===== src/rtl/pkey_pkg.sv =====
package pkey_pkg;
  typedef enum logic [1:0] {
    PA_NONE = 2'b00,
    PA_ON   = 2'b01,
    PA_OFF  = 2'b10,
    PA_RSVD = 2'b11
  } prim_act_e;

  typedef enum logic [1:0] {
    SA_INT  = 2'b00,
    SA_ON   = 2'b01,
    SA_OFF  = 2'b10,
    SA_RSVD = 2'b11
  } sec_act_e;

  typedef enum logic [1:0] {
    HS_IDLE  = 2'b00,
    HS_WAIT1 = 2'b01,
    HS_WAIT2 = 2'b10,
    HS_DONE  = 2'b11
  } hold_st_e;

  localparam int TMO_W = 2;

  typedef struct packed {
    sec_act_e         sec;
    prim_act_e        prim;
    logic [TMO_W-1:0] tmo;
  } key_cfg_t;
endpackage


===== src/rtl/pkey_debounce.sv =====
module pkey_debounce #(
  parameter int SYNC_STAGES = 2,
  parameter int DEB_LEN     = 4
) (
  input  logic clk_i,
  input  logic rst_ni,
  input  logic pin_ni,
  input  logic tick_i,
  output logic level_o,
  output logic press_o,
  output logic release_o
);
  localparam int CNT_W = $clog2(DEB_LEN + 1);

  logic [SYNC_STAGES-1:0] sync_q;
  logic                   raw;
  logic                   lvl_q, press_q, rel_q;
  logic [CNT_W-1:0]       cnt_q;

  always_ff @(posedge clk_i or negedge rst_ni) begin
    if (!rst_ni) sync_q <= '1;
    else         sync_q <= {sync_q[SYNC_STAGES-2:0], pin_ni};
  end
  assign raw = sync_q[SYNC_STAGES-1];

  always_ff @(posedge clk_i or negedge rst_ni) begin
    if (!rst_ni) begin
      lvl_q   <= 1'b1;
      cnt_q   <= '0;
      press_q <= 1'b0;
      rel_q   <= 1'b0;
    end else begin
      press_q <= 1'b0;
      rel_q   <= 1'b0;
      if (tick_i) begin
        if (raw != lvl_q) begin
          if (cnt_q == CNT_W'(DEB_LEN - 1)) begin
            lvl_q   <= raw;
            cnt_q   <= '0;
            press_q <= ~raw;
            rel_q   <= raw;
          end else begin
            cnt_q <= cnt_q + 1'b1;
          end
        end else begin
          cnt_q <= '0;
        end
      end
    end
  end

  assign level_o   = lvl_q;
  assign press_o   = press_q;
  assign release_o = rel_q;

  AST_DEB_ON_TICK: assert property (@(posedge clk_i) disable iff (!rst_ni)
    !tick_i |=> $stable(lvl_q));
endmodule


===== src/rtl/pkey_hold_timer.sv =====
module pkey_hold_timer
  import pkey_pkg::*;
#(
  parameter int TW = TMO_W
) (
  input  logic          clk_i,
  input  logic          rst_ni,
  input  logic          level_i,
  input  logic          press_i,
  input  logic          tick_i,
  input  logic [TW-1:0] tmo_i,
  output logic          sec_fire_o,
  output logic          ter_fire_o
);
  localparam int CNT_W = (1 << TW);

  hold_st_e         st_q;
  logic [CNT_W-1:0] cnt_q;
  logic [CNT_W-1:0] lim;
  logic             sec_q, ter_q;
  logic             expired;

  assign lim     = {{(CNT_W-1){1'b0}}, 1'b1} << tmo_i;
  assign expired = (cnt_q >= lim - 1'b1);

  always_ff @(posedge clk_i or negedge rst_ni) begin
    if (!rst_ni) begin
      st_q  <= HS_IDLE;
      cnt_q <= '0;
      sec_q <= 1'b0;
      ter_q <= 1'b0;
    end else begin
      sec_q <= 1'b0;
      ter_q <= 1'b0;
      if (level_i) begin
        st_q  <= HS_IDLE;
        cnt_q <= '0;
      end else if (press_i) begin
        st_q  <= HS_WAIT1;
        cnt_q <= '0;
      end else if (tick_i && (st_q == HS_WAIT1 || st_q == HS_WAIT2)) begin
        if (expired) begin
          cnt_q <= '0;
          if (st_q == HS_WAIT1) begin
            sec_q <= 1'b1;
            st_q  <= HS_WAIT2;
          end else begin
            ter_q <= 1'b1;
            st_q  <= HS_DONE;
          end
        end else begin
          cnt_q <= cnt_q + 1'b1;
        end
      end
    end
  end

  assign sec_fire_o = sec_q;
  assign ter_fire_o = ter_q;

  AST_HOLD_CLR: assert property (@(posedge clk_i) disable iff (!rst_ni)
    level_i |=> (st_q == HS_IDLE && cnt_q == '0));
  AST_SEC_ONCE: assert property (@(posedge clk_i) disable iff (!rst_ni)
    sec_fire_o |=> !sec_fire_o);
endmodule


===== src/rtl/pkey_regs.sv =====
module pkey_regs
  import pkey_pkg::*;
(
  input  logic       clk_i,
  input  logic       rst_ni,
  input  logic       we_i,
  input  logic [7:0] wdata_i,
  input  logic       unlock_i,
  input  logic       evt_i,
  output key_cfg_t   cfg_o,
  output logic       mask_o,
  output logic       flag_o,
  output logic [7:0] rdata_o
);
  key_cfg_t cfg_q;
  logic     mask_q, flag_q;

  always_ff @(posedge clk_i or negedge rst_ni) begin
    if (!rst_ni) begin
      cfg_q.tmo  <= '0;
      cfg_q.prim <= PA_NONE;
      cfg_q.sec  <= SA_ON;
      mask_q     <= 1'b0;
    end else if (we_i) begin
      mask_q <= wdata_i[6];
      if (unlock_i) begin
        cfg_q.tmo  <= wdata_i[1:0];
        cfg_q.prim <= prim_act_e'(wdata_i[3:2]);
        cfg_q.sec  <= sec_act_e'(wdata_i[5:4]);
      end
    end
  end

  // set beats clear
  always_ff @(posedge clk_i or negedge rst_ni) begin
    if (!rst_ni)                    flag_q <= 1'b0;
    else if (evt_i)                 flag_q <= 1'b1;
    else if (we_i && wdata_i[7])    flag_q <= 1'b0;
  end

  assign cfg_o   = cfg_q;
  assign mask_o  = mask_q;
  assign flag_o  = flag_q;
  assign rdata_o = {flag_q, mask_q, cfg_q.sec, cfg_q.prim, cfg_q.tmo};

  AST_LOCK_HOLD: assert property (@(posedge clk_i) disable iff (!rst_ni)
    !unlock_i |=> $stable(cfg_q));
  AST_FLAG_SET: assert property (@(posedge clk_i) disable iff (!rst_ni)
    evt_i |=> flag_q);
endmodule


===== src/rtl/pwr_key_ctrl.sv =====
module pwr_key_ctrl
  import pkey_pkg::*;
#(
  parameter int SYNC_STAGES = 2,
  parameter int DEB_LEN     = 4
) (
  input  logic       clk_i,
  input  logic       rst_ni,
  input  logic       key_ni,
  input  logic       ms_tick_i,
  input  logic       sec_tick_i,
  input  logic       unlock_i,
  input  logic       reg_we_i,
  input  logic [7:0] reg_wdata_i,
  output logic [7:0] reg_rdata_o,
  output logic       key_sts_o,
  output logic       on_req_o,
  output logic       off_req_o,
  output logic       irq_o
);
  logic     level, press, release_p;
  logic     sec_fire, ter_fire;
  logic     evt, mask, flag;
  key_cfg_t cfg;
  logic     on_q, off_q;

  pkey_debounce #(.SYNC_STAGES(SYNC_STAGES), .DEB_LEN(DEB_LEN)) u_deb (
    .clk_i     (clk_i),
    .rst_ni    (rst_ni),
    .pin_ni    (key_ni),
    .tick_i    (ms_tick_i),
    .level_o   (level),
    .press_o   (press),
    .release_o (release_p)
  );

  pkey_hold_timer #(.TW(TMO_W)) u_hold (
    .clk_i      (clk_i),
    .rst_ni     (rst_ni),
    .level_i    (level),
    .press_i    (press),
    .tick_i     (sec_tick_i),
    .tmo_i      (cfg.tmo),
    .sec_fire_o (sec_fire),
    .ter_fire_o (ter_fire)
  );

  assign evt = press | release_p | (sec_fire && cfg.sec == SA_INT);

  pkey_regs u_regs (
    .clk_i    (clk_i),
    .rst_ni   (rst_ni),
    .we_i     (reg_we_i),
    .wdata_i  (reg_wdata_i),
    .unlock_i (unlock_i),
    .evt_i    (evt),
    .cfg_o    (cfg),
    .mask_o   (mask),
    .flag_o   (flag),
    .rdata_o  (reg_rdata_o)
  );

  always_ff @(posedge clk_i or negedge rst_ni) begin
    if (!rst_ni) begin
      on_q  <= 1'b0;
      off_q <= 1'b0;
    end else begin
      on_q  <= (press && cfg.prim == PA_ON) || (sec_fire && cfg.sec == SA_ON);
      off_q <= (press && cfg.prim == PA_OFF) || (sec_fire && cfg.sec == SA_OFF) || ter_fire;
    end
  end

  assign on_req_o  = on_q;
  assign off_req_o = off_q;
  assign key_sts_o = level;
  assign irq_o     = flag & ~mask;

  AST_REQ_EXCL: assert property (@(posedge clk_i) disable iff (!rst_ni)
    !(on_req_o && off_req_o));
  AST_ON_PULSE: assert property (@(posedge clk_i) disable iff (!rst_ni)
    on_req_o |=> !on_req_o);
  AST_OFF_PULSE: assert property (@(posedge clk_i) disable iff (!rst_ni)
    off_req_o |=> !off_req_o);
  AST_PRESS_EVT: assert property (@(posedge clk_i) disable iff (!rst_ni)
    $fell(key_sts_o) |=> reg_rdata_o[7]);
endmodule


===== config.mk =====
export PLATFORM = sky130hd
export DESIGN_NAME = pwr_key_ctrl
export DESIGN_NICKNAME = d
export VERILOG_FILES = /design/src/rtl/pkey_pkg.sv /design/src/rtl/pkey_debounce.sv /design/src/rtl/pkey_hold_timer.sv /design/src/rtl/pkey_regs.sv /design/src/rtl/pwr_key_ctrl.sv
export SDC_FILE = /design/constraint.sdc
export NUM_CORES = 1
export LEC_CHECK = 0
export ABC_AREA = 1
export CORE_UTILIZATION = 45
export CTS_BUF_LIST = sky130_fd_sc_hd__clkbuf_8 sky130_fd_sc_hd__clkbuf_16
export CTS_CLUSTER_SIZE = 28
export DETAILED_ROUTE_END_ITERATION = 12
export PLACE_DENSITY = 0.79
export SYNTH_ARGS = -nofsm -noshare
export SYNTH_HDL_FRONTEND = slang
export SYNTH_SLANG_ARGS = --single-unit

===== constraint.sdc =====
create_clock -name clk_i -period 4.4 [get_ports clk_i]
set_input_delay 0.88 -clock clk_i [delete_from_list [all_inputs] [get_ports clk_i]]
set_output_delay 0.88 -clock clk_i [all_outputs]
set_load 0.02 [all_outputs]

==> results.json <==
{
  "ys_types": 26,
  "yosysMostFrequentCell": "nand2_1",
  "status": "completed",
  "fin_worst_skew_ns": 0.00670,
  "die_x_um": 55.0,
  "yosys-top-cells-area": "dfrtp_1 (44%), dfstp_2 (8.3%), nand2_1 (7.7%)",
  "crit_arrival_ns": 1.50,
  "critPathKind": "flip-flop to output pin",
  "vias": 954,
  "path_cells": "clkdlybuf4s50_1",
  "drive_gt1_frac": 0.142,
  "finalSetupTns_ns": 0,
  "yosysWarnings": 0,
  "drv_slew": 0,
  "grt_use_total": 0.176,
  "nFillCells": 245,
  "grt_setup_unrepaired": "false",
  "seqCellArea_um2": 656,
  "start_util": 0.492,
  "numPortBuffers": 26,
  "start_kind": "flip-flop",
  "synth-xor-area-share": 0.0139,
  "cpPeakStageDelay_ns": 0.62,
  "slew_headroom": 0.283,
  "synth_top_cell_area_share": 0.436,
  "setup_violations": 0,
  "cp.required_ns": 3.52,
  "synth-seq-area-share": 0.519,
  "fin_crit_sh": 0.540,
  "synth-main-ff-cell": "dfrtp_1",
  "cts_resized": 0,
  "clk_pin_slew_worst_paths_ns": 0.09,
  "synth_common_cells": "nand2_1 (26), dfrtp_1 (22), inv_1 (21), nor2_1 (13), a21oi_1 (9)",
  "die-area_mm2": 0.00302,
  "synthSimpleGateAreaFrac": 0.193,
  "grt_pass1_vias": 920,
  "irDropWorstVdd_uv": 318,
  "yosys.area_share.adder": 0.0694,
  "row_count": 18,
  "critical_path_peak_fanout": 6,
  "antenna_found_initial": 0,
  "htreeDepth": 1,
  "critical_path.top_delay_family": "buffers and inverters",
  "ios": 27,
  "synth_edf_count": 0,
  "drt_iter0_drc": 15,
  "synth_cells": 134,
  "hold_class": "flip-flop to flip-flop",
  "cts_sinks": 26,
  "diodes": 0,
  "synth_mux_area_frac": 0.0446,
  "hold_ws_ns": 0.359,
  "hpwl_um": 1770,
  "leakage_nw": 0.802,
  "async_reset_ff_frac": 1.00,
  "grt_remaining_overflow": 0,
  "fmax_mhz": 421,
  "via_per_inst": 4.97,
  "root_buffer": "clkbuf_8",
  "drc_errors": 0,
  "cp_num_buf_inv": 1,
  "synth_area_leader_cell": "dfrtp_1",
  "cts_buffers": 3,
  "totalWireLength_um": 2170,
  "cap_violations": 0,
  "cts_max_path_buffers": 2,
  "areaGrowthSynthToFinish_pct": 28.0,
  "syn-num-nets": 156,
  "cp-end-kind": "output pin",
  "cts_tree": "done",
  "grt_pass1_wl_um": 3730,
  "synth_top_family_by_area": "simple AND/OR/NAND/NOR gates",
  "ant_nets": 0,
  "multi_input_area_um2": 505,
  "fin_crit_ns": 2.38,
  "holdBufCountCts": 0,
  "gp_congestion": 0.789,
  "instances_no_fill": 192,
  "worst_pin_slew_ns": 1.07,
  "finalNetCount": 185,
  "synth_compound_area_frac": 0.0763,
  "clock_latency_ns": 0.27,
  "final_util": 0.630,
  "wire_per_inst_um": 11.3,
  "p_per_area_mw_per_mm2": 443,
  "place_inst": 188,
  "hold_viol": 0,
  "drtPass1Iterations": 4,
  "grt_max_degree": 27,
  "syn-cell-area_mm2": 0.00126,
  "dieHeight_um": 55.0,
  "syn_avg_cell_area_um2": 9.42,
  "post_cts_buffers": 0,
  "crit_slowest_cell": "clkdlybuf4s50_1",
  "core_mm2": 0.00257,
  "ys_seq_elements": 26
}
[where the power goes]
group / internal, mW / switching (mW)
Sequential: 0.277 / 0.0316
Combinational: 0.0961 / 0.119
Clock: 0.122 / 0.0717
Total: 0.495 / 0.222
[cells by family after synthesis]
family | count (synthesis)
AO/OA/AOI/OAI | 15
XOR/XNOR | 2
adder cells (fa/ha/maj) | 7
buffers and inverters | 25
flip-flops | 26
multiplexers | 5
other | 1
AND/OR/NAND/NOR | 53
[per-stage QoR]
stage	cell area (µm²)	total power, mW	setup slack (ns)
final	1620	0.717	2.02
after global routing	1620	0.769	1.97
after CTS	1620	0.727	2.01
after detailed placement	1550	0.530	2.19
after global placement	1550	0.519	2.21
after floorplan	1260	0.453	2.79
[routing by layer]
layer | up-vias | routed length, µm | global-route usage
met1 | 458 | 917 | 0.208
met2 | 22 | 1140 | 0.315
met5 | - | 0 | 0
li1 | 474 | - | -
met3 | 0 | 118 | 0.0492
met4 | 0 | 0 | 0.0375
[placed cells by master, fill, tap and decap left out, types with 2 or more instances in the layout]
master	synthesis	final
ha_1	7	7
o21ai_1	2	2
nor2_1	13	13
nand4_1	2	2
mux2_2	5	5
nor2_2	2	2
dfrtp_1	22	22
inv_1	21	21
xor2_1	2	2
inv_2	2	2
clkdlybuf4s50_1	0	26
nand3_1	4	4
nand2_1	26	26
dfstp_2	4	4
clkbuf_8	0	3
a21oi_1	9	9
[sequential cells by signal, summed over array words and instances (netlist names)]
signal / count
u_regs.cfg_o: 6
u_hold.cnt_q: 4
u_deb.cnt_q: 3
u_deb.sync_q: 2
u_hold.st_q: 2
off_req_o: 1
on_req_o: 1
u_deb.level_o: 1
u_deb.press_o: 1
u_deb.release_o: 1
u_hold.sec_fire_o: 1
u_hold.ter_fire_o: 1
u_regs.flag_o: 1
u_regs.mask_o: 1
[area by class of cell]
type                    count  share of cell area
clock buffers               3              0.0255
clock inverters             1              0.0186
inverters                  23              0.0534
multi-input cells          83               0.313
flip-flops and latches     26               0.406
well taps                  30              0.0232
repair buffers             26               0.161
[path summary, 6_finish.rpt]
| path | slack, ns | cells past startpoint | end | startpoint |
|---|---|---|---|---|
| setup / recovery | 2.02 | 1 | key_sts_o | u_deb.level_o |
| min in group asynchronous | 1.19 | 1 | u_hold.st_q[0] | rst_ni |
| setup reg to reg | 2.76 | 9 | u_hold.cnt_q[3] | u_regs.cfg_o[1] |
| hold / removal | 0.36 | 0 | u_deb.sync_q[1] | u_deb.sync_q[0] |
| hold reg to reg | 0.36 | 0 | u_deb.sync_q[1] | u_deb.sync_q[0] |
| max in group asynchronous | 2.57 | 1 | u_regs.cfg_o[3] | rst_ni |
(Power assumes the default switching activity.)
